### src/rtl/dbg_pkg.sv
package dbg_pkg;
  typedef enum logic [1:0] {
    SEL_COUNT = 2'd0,
    SEL_CLEVEL = 2'd1,
    SEL_IADDR = 2'd2,
    SEL_IEN = 2'd3
  } dbg_sel_e;

  localparam logic [7:0] CODE_ICOUNT = 8'h01;
  localparam logic [7:0] CODE_IBRK   = 8'h02;
  localparam logic [7:0] CODE_DBRK   = 8'h04;
  localparam logic [7:0] CODE_BRK3   = 8'h08;
  localparam logic [7:0] CODE_BRK2   = 8'h10;
endpackage

### src/rtl/dbg_icount.sv
module dbg_icount #(
  parameter int XLEN = 32,
  parameter int LW = 4
) (
  input  logic            clk,
  input  logic            rst,
  input  logic            ret_valid,
  input  logic [LW-1:0]   cur_level,
  input  logic            wr_count,
  input  logic            wr_level,
  input  logic [XLEN-1:0] wr_data,
  output logic [XLEN-1:0] count_q,
  output logic            trap
);
  logic [LW-1:0]   level_q;
  logic [XLEN-1:0] count_inc;
  logic            counting;

  assign counting  = ret_valid && (cur_level < level_q);
  assign count_inc = count_q + 1'b1;
  assign trap      = counting && (count_inc == '0);

  always_ff @(posedge clk) begin
    if (rst) begin
      count_q <= '0;
      level_q <= '0;
    end else begin
      if (wr_count) count_q <= wr_data;
      else if (counting) count_q <= count_inc;
      if (wr_level) level_q <= wr_data[LW-1:0];
    end
  end

  // without a write or a counted retire the counter keeps its value
  assert_hold_count_R8: assert property (@(posedge clk) disable iff (rst)
    (!wr_count && !(ret_valid && (cur_level < level_q))) |=> $stable(count_q));

  // a trap leaves the counter at zero unless a write replaced it
  assert_trap_zero_R7: assert property (@(posedge clk) disable iff (rst)
    trap |=> (count_q == '0) || $past(wr_count));
endmodule

### src/rtl/dbg_ibreak.sv
module dbg_ibreak #(
  parameter int XLEN = 32
) (
  input  logic            clk,
  input  logic            rst,
  input  logic            wr_addr,
  input  logic            wr_enable,
  input  logic [XLEN-1:0] wr_data,
  input  logic            ret_valid,
  input  logic [XLEN-1:0] ret_pc,
  output logic            hit
);
  logic [XLEN-1:0] addr_q;
  logic            en_q;

  always_ff @(posedge clk) begin
    if (rst) begin
      addr_q <= '0;
      en_q   <= 1'b0;
    end else begin
      if (wr_addr) addr_q <= wr_data;
      if (wr_enable) en_q <= wr_data[0];
    end
  end

  assign hit = ret_valid && en_q && (ret_pc == addr_q);

  // the enable is clear in the first cycle after reset
  assert_en_reset_R6: assert property (@(posedge clk)
    $past(rst) |-> !en_q);
endmodule

### src/rtl/dbg_prio.sv
module dbg_prio #(
  parameter int IDXW = 2,
  parameter int LW = 4,
  parameter int DBG_LEVEL = 6
) (
  input  logic            ret_valid,
  input  logic [LW-1:0]   cur_level,
  input  logic            trap,
  input  logic            ihit,
  input  logic            dhit,
  input  logic [IDXW-1:0] dhit_idx,
  input  logic            brk3,
  input  logic            brk2,
  output logic            take,
  output logic [8+IDXW-1:0] code
);
  import dbg_pkg::*;
  localparam int CW = 8 + IDXW;
  localparam logic [LW-1:0] LVL_LIMIT = LW'(DBG_LEVEL);

  logic any_src;

  assign any_src = ret_valid && (trap || ihit || dhit || brk3 || brk2);
  assign take    = any_src && (cur_level < LVL_LIMIT);

  always_comb begin
    if (trap)      code = CW'(CODE_ICOUNT);
    else if (ihit) code = CW'(CODE_IBRK);
    else if (dhit) code = {dhit_idx, CODE_DBRK};
    else if (brk3) code = CW'(CODE_BRK3);
    else if (brk2) code = CW'(CODE_BRK2);
    else           code = '0;
  end
endmodule

### src/rtl/dbg_event_arbiter.sv
module dbg_event_arbiter #(
  parameter int XLEN = 32,
  parameter int LW = 4,
  parameter int IDXW = 2,
  parameter int DBG_LEVEL = 6
) (
  input  logic              clk,
  input  logic              rst,
  input  logic              ret_valid,
  input  logic [XLEN-1:0]   ret_pc,
  input  logic              ret_brk3,
  input  logic              ret_brk2,
  input  logic              dhit,
  input  logic [IDXW-1:0]   dhit_idx,
  input  logic [LW-1:0]     cur_level,
  input  logic              wr_en,
  input  logic [1:0]        wr_sel,
  input  logic [XLEN-1:0]   wr_data,
  output logic              take_dbg,
  output logic [XLEN-1:0]   saved_pc,
  output logic [4:0]        ps_entry,
  output logic [8+IDXW-1:0] cause,
  output logic [XLEN-1:0]   icount_val
);
  import dbg_pkg::*;
  localparam int CW = 8 + IDXW;
  localparam logic [4:0] PS_ON_ENTRY = 5'h10 | 5'(DBG_LEVEL);
  localparam logic [LW-1:0] LVL_LIMIT = LW'(DBG_LEVEL);

  dbg_sel_e      sel;
  logic          cnt_trap;
  logic          ib_hit;
  logic          take_now;
  logic [CW-1:0] code_now;

  assign sel = dbg_sel_e'(wr_sel);

  dbg_icount #(.XLEN(XLEN), .LW(LW)) u_count (
    .clk(clk), .rst(rst), .ret_valid(ret_valid), .cur_level(cur_level),
    .wr_count(wr_en && sel == SEL_COUNT), .wr_level(wr_en && sel == SEL_CLEVEL),
    .wr_data(wr_data), .count_q(icount_val), .trap(cnt_trap)
  );

  dbg_ibreak #(.XLEN(XLEN)) u_ibreak (
    .clk(clk), .rst(rst), .wr_addr(wr_en && sel == SEL_IADDR),
    .wr_enable(wr_en && sel == SEL_IEN), .wr_data(wr_data),
    .ret_valid(ret_valid), .ret_pc(ret_pc), .hit(ib_hit)
  );

  dbg_prio #(.IDXW(IDXW), .LW(LW), .DBG_LEVEL(DBG_LEVEL)) u_prio (
    .ret_valid(ret_valid), .cur_level(cur_level), .trap(cnt_trap),
    .ihit(ib_hit), .dhit(dhit), .dhit_idx(dhit_idx), .brk3(ret_brk3),
    .brk2(ret_brk2), .take(take_now), .code(code_now)
  );

  always_ff @(posedge clk) begin
    if (rst) begin
      take_dbg <= 1'b0;
      saved_pc <= '0;
      ps_entry <= '0;
      cause    <= '0;
    end else begin
      take_dbg <= take_now;
      if (take_now) begin
        saved_pc <= ret_pc;
        ps_entry <= PS_ON_ENTRY;
        cause    <= code_now;
      end
    end
  end

  assert_mask_R3: assert property (@(posedge clk) disable iff (rst)
    take_dbg |-> $past(cur_level) < LVL_LIMIT);
  assert_one_cause_R2: assert property (@(posedge clk) disable iff (rst)
    take_dbg |-> $countones(cause[4:0]) == 1);
  assert_ps_entry_R4: assert property (@(posedge clk) disable iff (rst)
    take_dbg |-> ps_entry == PS_ON_ENTRY);
  assert_saved_pc_R5: assert property (@(posedge clk) disable iff (rst)
    take_dbg |-> saved_pc == $past(ret_pc));
  assert_pulse_src_R9: assert property (@(posedge clk) disable iff (rst)
    take_dbg |-> $past(ret_valid));
  assert_hold_cause_R9: assert property (@(posedge clk) disable iff (rst)
    !take_dbg |-> $stable(cause) && $stable(saved_pc));
endmodule

### config.mk
export PLATFORM = sky130hd
export DESIGN_NAME = dbg_event_arbiter
export DESIGN_NICKNAME = d
export VERILOG_FILES = /design/src/rtl/dbg_pkg.sv /design/src/rtl/dbg_icount.sv /design/src/rtl/dbg_ibreak.sv /design/src/rtl/dbg_prio.sv /design/src/rtl/dbg_event_arbiter.sv
export SDC_FILE = /design/constraint.sdc
export NUM_CORES = 1
export LEC_CHECK = 0
export ABC_AREA = 1
export ABC_CLOCK_PERIOD_IN_PS = 7300
export BUFFER_PORTS_ARGS = -buffer_cell sky130_fd_sc_hd__buf_2
export CORE_MARGIN = 2
export CORE_UTILIZATION = 50
export CTS_BUF_LIST = sky130_fd_sc_hd__clkbuf_4 sky130_fd_sc_hd__clkbuf_8
export DETAILED_ROUTE_END_ITERATION = 16
export PLACE_DENSITY = 0.76
export SLEW_MARGIN = 10
export SYNTH_ARGS = -nofsm -noshare
export SYNTH_HDL_FRONTEND = slang
export SYNTH_SLANG_ARGS = --single-unit
### constraint.sdc
create_clock -name clk -period 7.3 [get_ports clk]
set_input_delay 0.365 -clock clk [delete_from_list [all_inputs] [get_ports clk]]
set_output_delay 0.365 -clock clk [all_outputs]
set_load 0.005 [all_outputs]
==> Word level (Yosys, flattened, before mapping) <==
Cells that the tools add are included.
{ "totals": {"regBits": 113, "word_cells": 39} }
{ "classes": {"addsub": 1, "order_cmp": 2, "eq_ne": 4, "mux": 7, "reduce_logical": 17} }
{ "ops": {"columns": ["cell", "n"], "rows": [
  ["$mux 32", 2],
  ["$mux 10", 4],
  ["$add 32x1->32 const B", 1],
  ["$eq 32x32->1", 1],
  ["$logic_not 32->1", 1],
  ["$logic_and 1x1->1", 10],
  ["$mux 5", 1],
  ["$eq 2x2->1 const B", 2],
  ["$logic_or 1x1->1", 4],
  ["$lt 4x3->1 const B", 1],
  ["$lt 4x4->1", 1],
  ["$eq 2x1->1 const B", 1],
  ["$logic_not 2->1", 1],
  ["$reduce_bool 2->1", 1]
]} }

==> Depth between registers and ports, before layout <==
{ "logic_depth": {"ltp_word": 9, "mapped_depth": 20} }

==> Hierarchy <==
A second synthesis with hierarchy kept.
{ "unflattened": {"hier_cells": 1029, "hier_area_um2": 6417.4} }
{ "by_module_without_submodules": {"columns": ["mod", "instances", "cells_each", "area_per_inst_um2"], "rows": [
  ["dbg_icount", 1, 452, 2642.5],
  ["dbg_event_arbiter", 1, 285, 1856.8],
  ["dbg_ibreak", 1, 263, 1790.5],
  ["dbg_prio", 1, 29, 127.6]
]} }

==> Least setup slack after synthesis <==
No wires, ideal clock.
{ "synth_timing": {"path_kind": "reg2reg", "from": "register u_count.count_q[0]", "to": "register cause[0]", "setup_time_ns": 0.113, "arrival_ns": 2.262, "path_slack_ns": 4.925, "stages_incl_launch_ff": 21, "path_buffers": 2, "period_less_slack_ns": 2.375, "path_cell_list": "dfxtp_1 ha_1 nand2_1 nor2_2 nand2_2 nor2_4 nand2_1 nand2_1 nand2_1 nor2_1 nand2_1 nor2_1 nand3_2 nand4_1 nand2_1 nand2_2 buf_6 buf_6 nand2_1 nand2_1 nor2_1"} }
{ "synth_between": {"elab_chain_cells": 9, "word_cells_on_any_way": 10} }
{ "synth_rtl": {"columns": ["element", "line_no", "rtl"], "rows": [
  ["start: declaration", "dbg_icount.sv:12", "output logic [XLEN-1:0] count_q,"],
  ["start signal: assignment", "dbg_icount.sv:28", "if (wr_count) count_q <= wr_data;"],
  ["start signal: assignment", "dbg_icount.sv:29", "else if (counting) count_q <= count_inc;"],
  ["$add 32x1->32 (*)", "dbg_icount.sv:20", "assign count_inc = count_q + 1'b1;"],
  ["$logic_not 32->1 (*)", "dbg_icount.sv:21", "assign trap = counting && (count_inc == '0);"],
  ["$logic_and 1x1->1 (*)", "dbg_icount.sv:21", null],
  ["$logic_or 1x1->1 (4 in a row)", "dbg_prio.sv:23", "assign any_src = ret_valid && (trap || ihit || dhit || brk3 || brk2);"],
  ["$logic_and 1x1->1", "dbg_prio.sv:23", null],
  ["$logic_and 1x1->1", "dbg_prio.sv:24", "assign take = any_src && (cur_level < LVL_LIMIT);"],
  ["end signal: assignment", "dbg_event_arbiter.sv:67", "cause <= code_now;"],
  ["end: declaration", "dbg_event_arbiter.sv:22", "output logic [8+IDXW-1:0] cause,"]
]} }
Every way passes the cells marked *; elsewhere a longest branch is shown, timed or not.
A chain may end at the register's enable or synchronous reset.

==> Worst setup path after layout <==
{ "layout_timing": {"from": "register u_count.count_q[0]", "to": "register saved_pc[23]"} }
{ "layout_between": {"elab_chain_cells": 9} }
{ "layout_rtl": {"columns": ["element", "line_no", "rtl"], "rows": [
  ["$add 32x1->32", "dbg_icount.sv:20", null],
  ["$logic_not 32->1", "dbg_icount.sv:21", null],
  ["$logic_and 1x1->1", "dbg_icount.sv:21", null],
  ["$logic_or 1x1->1 (4 in a row)", "dbg_prio.sv:23", null],
  ["$logic_and 1x1->1", "dbg_prio.sv:23", null],
  ["$logic_and 1x1->1", "dbg_prio.sv:24", null],
  ["end signal: assignment", "dbg_event_arbiter.sv:65", "saved_pc <= ret_pc;"],
  ["end: declaration", "dbg_event_arbiter.sv:20", "output logic [XLEN-1:0] saved_pc,"]
]} }
No other way between the ends.

==> summary.log <==
[sta] Finish-stage setup viols 0
[logic_synthesis] fraction of synthesized cell area taken by the top area cell type 36.1%
[die] starting density of the core 51.0%
[hold_path] Worst Hold End u_count.level_q[3]
[run_status] status completed
[power] worst voltage drop across the vdd grid 0.0890 mV
[place] number of placed instances with taps included 1239
[global_routing] via count of the first global-routing pass 5638
[hold_path] HP Class in2reg
[logic_synthesis] list of most frequent post-synthesis cells sky130_fd_sc_hd__nand2_1 (312), sky130_fd_sc_hd__nor2_1 (151), sky130_fd_sc_hd__inv_1 (122)
[logic_synthesis] most instantiated library cell after synthesis sky130_fd_sc_hd__nand2_1
[sta] Hold Vio Cnt, Final 0
[logic_synthesis] number of distinct standard cells referenced by the synthesized netlist 36
[setup_path] reg2reg setup slack 4200 ps
[place] DP Wirelength 13000 µm
[drt] first-iteration detailed-routing DRC count 507
[drt] wire length per cell 13.4 µm
[logic_synthesis] Yosys top cell by area sky130_fd_sc_hd__dfxtp_1
[die] die height 114 µm
[power] total power density per cell area 174 mW/mm²
[flow_run] max cap viols 0
[die] I/O pin cnt 159
[logic_synthesis] share of synthesized registers carrying an async set or reset 0%
[finish] area taken by flip-flops and latches 0.00220 mm²
[setup_path] arrival time of the worst setup path 3400 ps
[sta] Clock Skews 14.1 ps
[finish] final net count 1187
[sta] Max transition margin 52.0%
[setup_path] Worst R2R End saved_pc[23]
[setup_path] classification of the worst setup path reg2reg
[sta] setup TNS 0 ps
[logic_synthesis] post-synthesis mux area share 0%
[sta] final clock period utilization by the worst path 42.5%
[global_routing] largest net degree at the start of global routing 76
[clock_tree] CTS tree built
[global_routing] remaining global-route overflow 0
[finish] count of placed standard cells in the final layout, fillers left out 1254
[logic_synthesis] area share of and/or/nand/nor cells after synthesis 36.9%
[clock_tree] Clk Latency, worst-skew pair 390 ps
[die] Std-Cell Rows 40
[logic_synthesis] Post-Synth XOR/XNOR Area 3.16%
[clock_tree] CTS clock-pin slew for the worst setup and hold paths 100 ps
[power] total chip power 1.23 mW
[setup_path] startpoint type of the worst setup path flip-flop
[sta] maximum clock frequency 322 MHz
[drt] final wirelength 16800 µm
[power] switching power of the nets 0.367 mW
[finish] # diodes 0
[place] input/output buffers 153
[global_routing] initial antenna violation count 0
[logic_synthesis] main combinational cell family by area after synthesis simple AND/OR/NAND/NOR gates
[drt] DRC violation count after routing 0
[power] power share of the clock group 28.5%
[clock_tree] post-CTS sizing 0
[sta] Least-Margin Pin Slew 714 ps
[die] Std-Cell Core Area 0.0120 mm²
[clock_tree] clock root buffer sky130_fd_sc_hd__clkbuf_8
[finish] synth-to-layout area growth 15.7%
[logic_synthesis] number of warning messages in the yosys log 0
[drt] DRT antenna net count 0
[power] portion of total power attributed to combinational logic 17.5%
[place] GPL Wtd Cong 0.978
[power] static leakage 3.37 nW
[clock_tree] number of buffers created by CTS 9
[logic_synthesis] adder-cell area share of the yosys netlist 1.03%
[setup_path] cells on worst reg2reg path 19
[logic_synthesis] Gate Count Post-Synth 971
[drt] first-pass iteration count of the detailed router 5
[hold_path] Hold Path Stages 3
[logic_synthesis] top cells by area in the synthesized netlist sky130_fd_sc_hd__dfxtp_1 (36%), sky130_fd_sc_hd__nand2_1 (19%), sky130_fd_sc_hd__nor2_1 (9.3%)
[logic_synthesis] fraction of the yosys area taken by sequential cells 36.1%
[clock_tree] maximum level of the CTS H-tree 3
[die] die area 0.0131 mm²
[power] internal power 0.861 mW
[drt] via density per instance 4.96
[power] Seq pwr share 54.0%
[finish] area occupied by multi-input gates 0.00323 mm²
[logic_synthesis] number of enable flip-flop cells after synthesis 0
[clock_tree] maximum buffer depth of the clock tree 2
[clock_tree] hold bufs inserted after CTS 0
[finish] fraction of final layout cells sized beyond drive strength 1 17.2%
[logic_synthesis] leading register cell type out of synthesis sky130_fd_sc_hd__dfxtp_1
[sta] final period demand of the worst path 3100 ps
[logic_synthesis] Seq cells post-synth 110
[clock_tree] count of clock tree sinks 110
[sta] RSZ-0062 raised after global routing no
[sta] final number of max-transition violations 0
[finish] utilization after layout 59.0%
[logic_synthesis] Mapped Avg Cell Area 6.28 µm²
[global_routing] Total GRT Usage 26.2%
[setup_path] CP required 7590 ps
[setup_path] source of the worst register-to-register timing path u_count.count_q[0]
[setup_path] maximum fanout along the worst path 75
[hold_path] source of the worst hold timing path wr_data[3]
[logic_synthesis] area of the mapped netlist 0.00610 mm²
[setup_path] Critical Path End Type flip-flop
[clock_tree] Post-CTS Setup Repair Bufs 0
[global_routing] first-pass GRT wire length 27100 µm
[die] Die X 114 µm
[power] fraction of power spent switching nets 29.9%
[logic_synthesis] post-synthesis compound-gate area fraction 11.4%
[drt] vias after detailed routing 6226
[finish] Filler cells 1205
==> cell type report <==
cell class              instances  share of cell area (%)
multi-input cells             700                    45.8
flip-flops and latches        110                    31.2
repair buffers                158                    11.4
inverters                     124                    6.59
well taps                     147                    2.61
clock buffers                  12                    2.16
clock inverters                 3                   0.301
==> how the worst max path moves through the flow <==
| stage | start | endpoint | slack (ps) | cells after the start |
|---|---|---|---|---|
| after CTS | u_count.count_q[0] | saved_pc[23] | 4200 | 19 |
| after detailed placement | u_count.count_q[0] | saved_pc[23] | 4220 | 19 |
| after floorplan | u_count.count_q[0] | cause[0] | 4920 | 20 |
| after global routing | u_count.count_q[0] | saved_pc[21] | 3800 | 19 |
| final | u_count.count_q[0] | saved_pc[23] | 4200 | 19 |
| after global placement | u_count.count_q[0] | saved_pc[9] | 4310 | 19 |
==> worst max-delay path: stages, from the launching register on <==
cell and delay (ps):
sky130_fd_sc_hd__dfxtp_1 440, sky130_fd_sc_hd__ha_1 240, sky130_fd_sc_hd__nand2_1 80, sky130_fd_sc_hd__nor2_2 180, sky130_fd_sc_hd__nand2_2 120, sky130_fd_sc_hd__nor2_4 190, sky130_fd_sc_hd__nand2_1 70, sky130_fd_sc_hd__nand2_1 50
sky130_fd_sc_hd__nand2_1 60, sky130_fd_sc_hd__nor2_1 110, sky130_fd_sc_hd__nand2_1 60, sky130_fd_sc_hd__nor2_1 110, sky130_fd_sc_hd__nand3_2 150, sky130_fd_sc_hd__nand4_1 100, sky130_fd_sc_hd__nand2_1 110, sky130_fd_sc_hd__nand2_2 80
sky130_fd_sc_hd__buf_4 560, sky130_fd_sc_hd__nand2_1 150, sky130_fd_sc_hd__nand2_1 90, sky130_fd_sc_hd__nor2_1 40
==> power groups by stage <==
stage	Sequential [mW]	Combinational [mW]	Clock [mW]
after global routing	0.668	0.247	0.380
after detailed placement	0.676	0.214	0
after CTS	0.663	0.215	0.355
after floorplan	0.674	0.135	0
final	0.663	0.215	0.350
after global placement	0.676	0.212	0
==> stage by stage <==
stage | hold slack, ps | cell area, µm² | setup WS, ps
2_1_floorplan | 424 | 6110 | 4920
3_3_place_gp | 440 | 6880 | 4310
3_5_place_dp | 451 | 6880 | 4220
4_1_cts | 240 | 7060 | 4200
5_1_grt | 243 | 7060 | 3800
6_report | 248 | 7060 | 4200
==> sequential cells by signal (all words and copies together), names as in the netlist <==
name and cells:
ps_entry 1, saved_pc 32, u_ibreak.addr_q 32, take_dbg 1
u_ibreak.en_q 1, cause 7, u_count.level_q 4, u_count.count_q 32
==> cells by family (layout without fill, tap and decap cells) <==
family | count (synthesis) | count (layout)
buffers and inverters | 165 | 297
flip-flops | 110 | 110
XOR/XNOR | 22 | 22
adder cells (fa/ha/maj) | 5 | 5
other | 1 | 5
AO/OA/AOI/OAI | 123 | 123
AND/OR/NAND/NOR | 545 | 545
==> layout by cell type, fill, tap and decap left out, types with 4 or more instances in the layout <==
cell type and n:
sky130_fd_sc_hd__nand2_2 4, sky130_fd_sc_hd__buf_4 5, sky130_fd_sc_hd__nand3b_1 11, sky130_fd_sc_hd__conb_1 5, sky130_fd_sc_hd__nor3_1 6, sky130_fd_sc_hd__nor2_4 5, sky130_fd_sc_hd__a21oi_1 47, sky130_fd_sc_hd__o21ai_0 40
sky130_fd_sc_hd__nand3_1 30, sky130_fd_sc_hd__a31oi_1 13, sky130_fd_sc_hd__nor2_2 4, sky130_fd_sc_hd__dfxtp_1 110, sky130_fd_sc_hd__clkbuf_8 10, sky130_fd_sc_hd__a22oi_1 4, sky130_fd_sc_hd__nand2_1 312, sky130_fd_sc_hd__o211ai_1 9
sky130_fd_sc_hd__buf_2 153, sky130_fd_sc_hd__nor2_1 151, sky130_fd_sc_hd__nand4_1 11, sky130_fd_sc_hd__xor2_1 13, sky130_fd_sc_hd__ha_1 5, sky130_fd_sc_hd__inv_1 122, sky130_fd_sc_hd__xnor2_1 9
==> routing by layer <==
metal	part of all wire, %	GRT usage, %	vias up
li1	-	-	3281
met1	47	35.4	2721
met2	45	42.6	197
met3	6.0	3.60	27
met4	2.0	9.67	0
met5	0	0	-
Power figures use the tool's default switching activity.
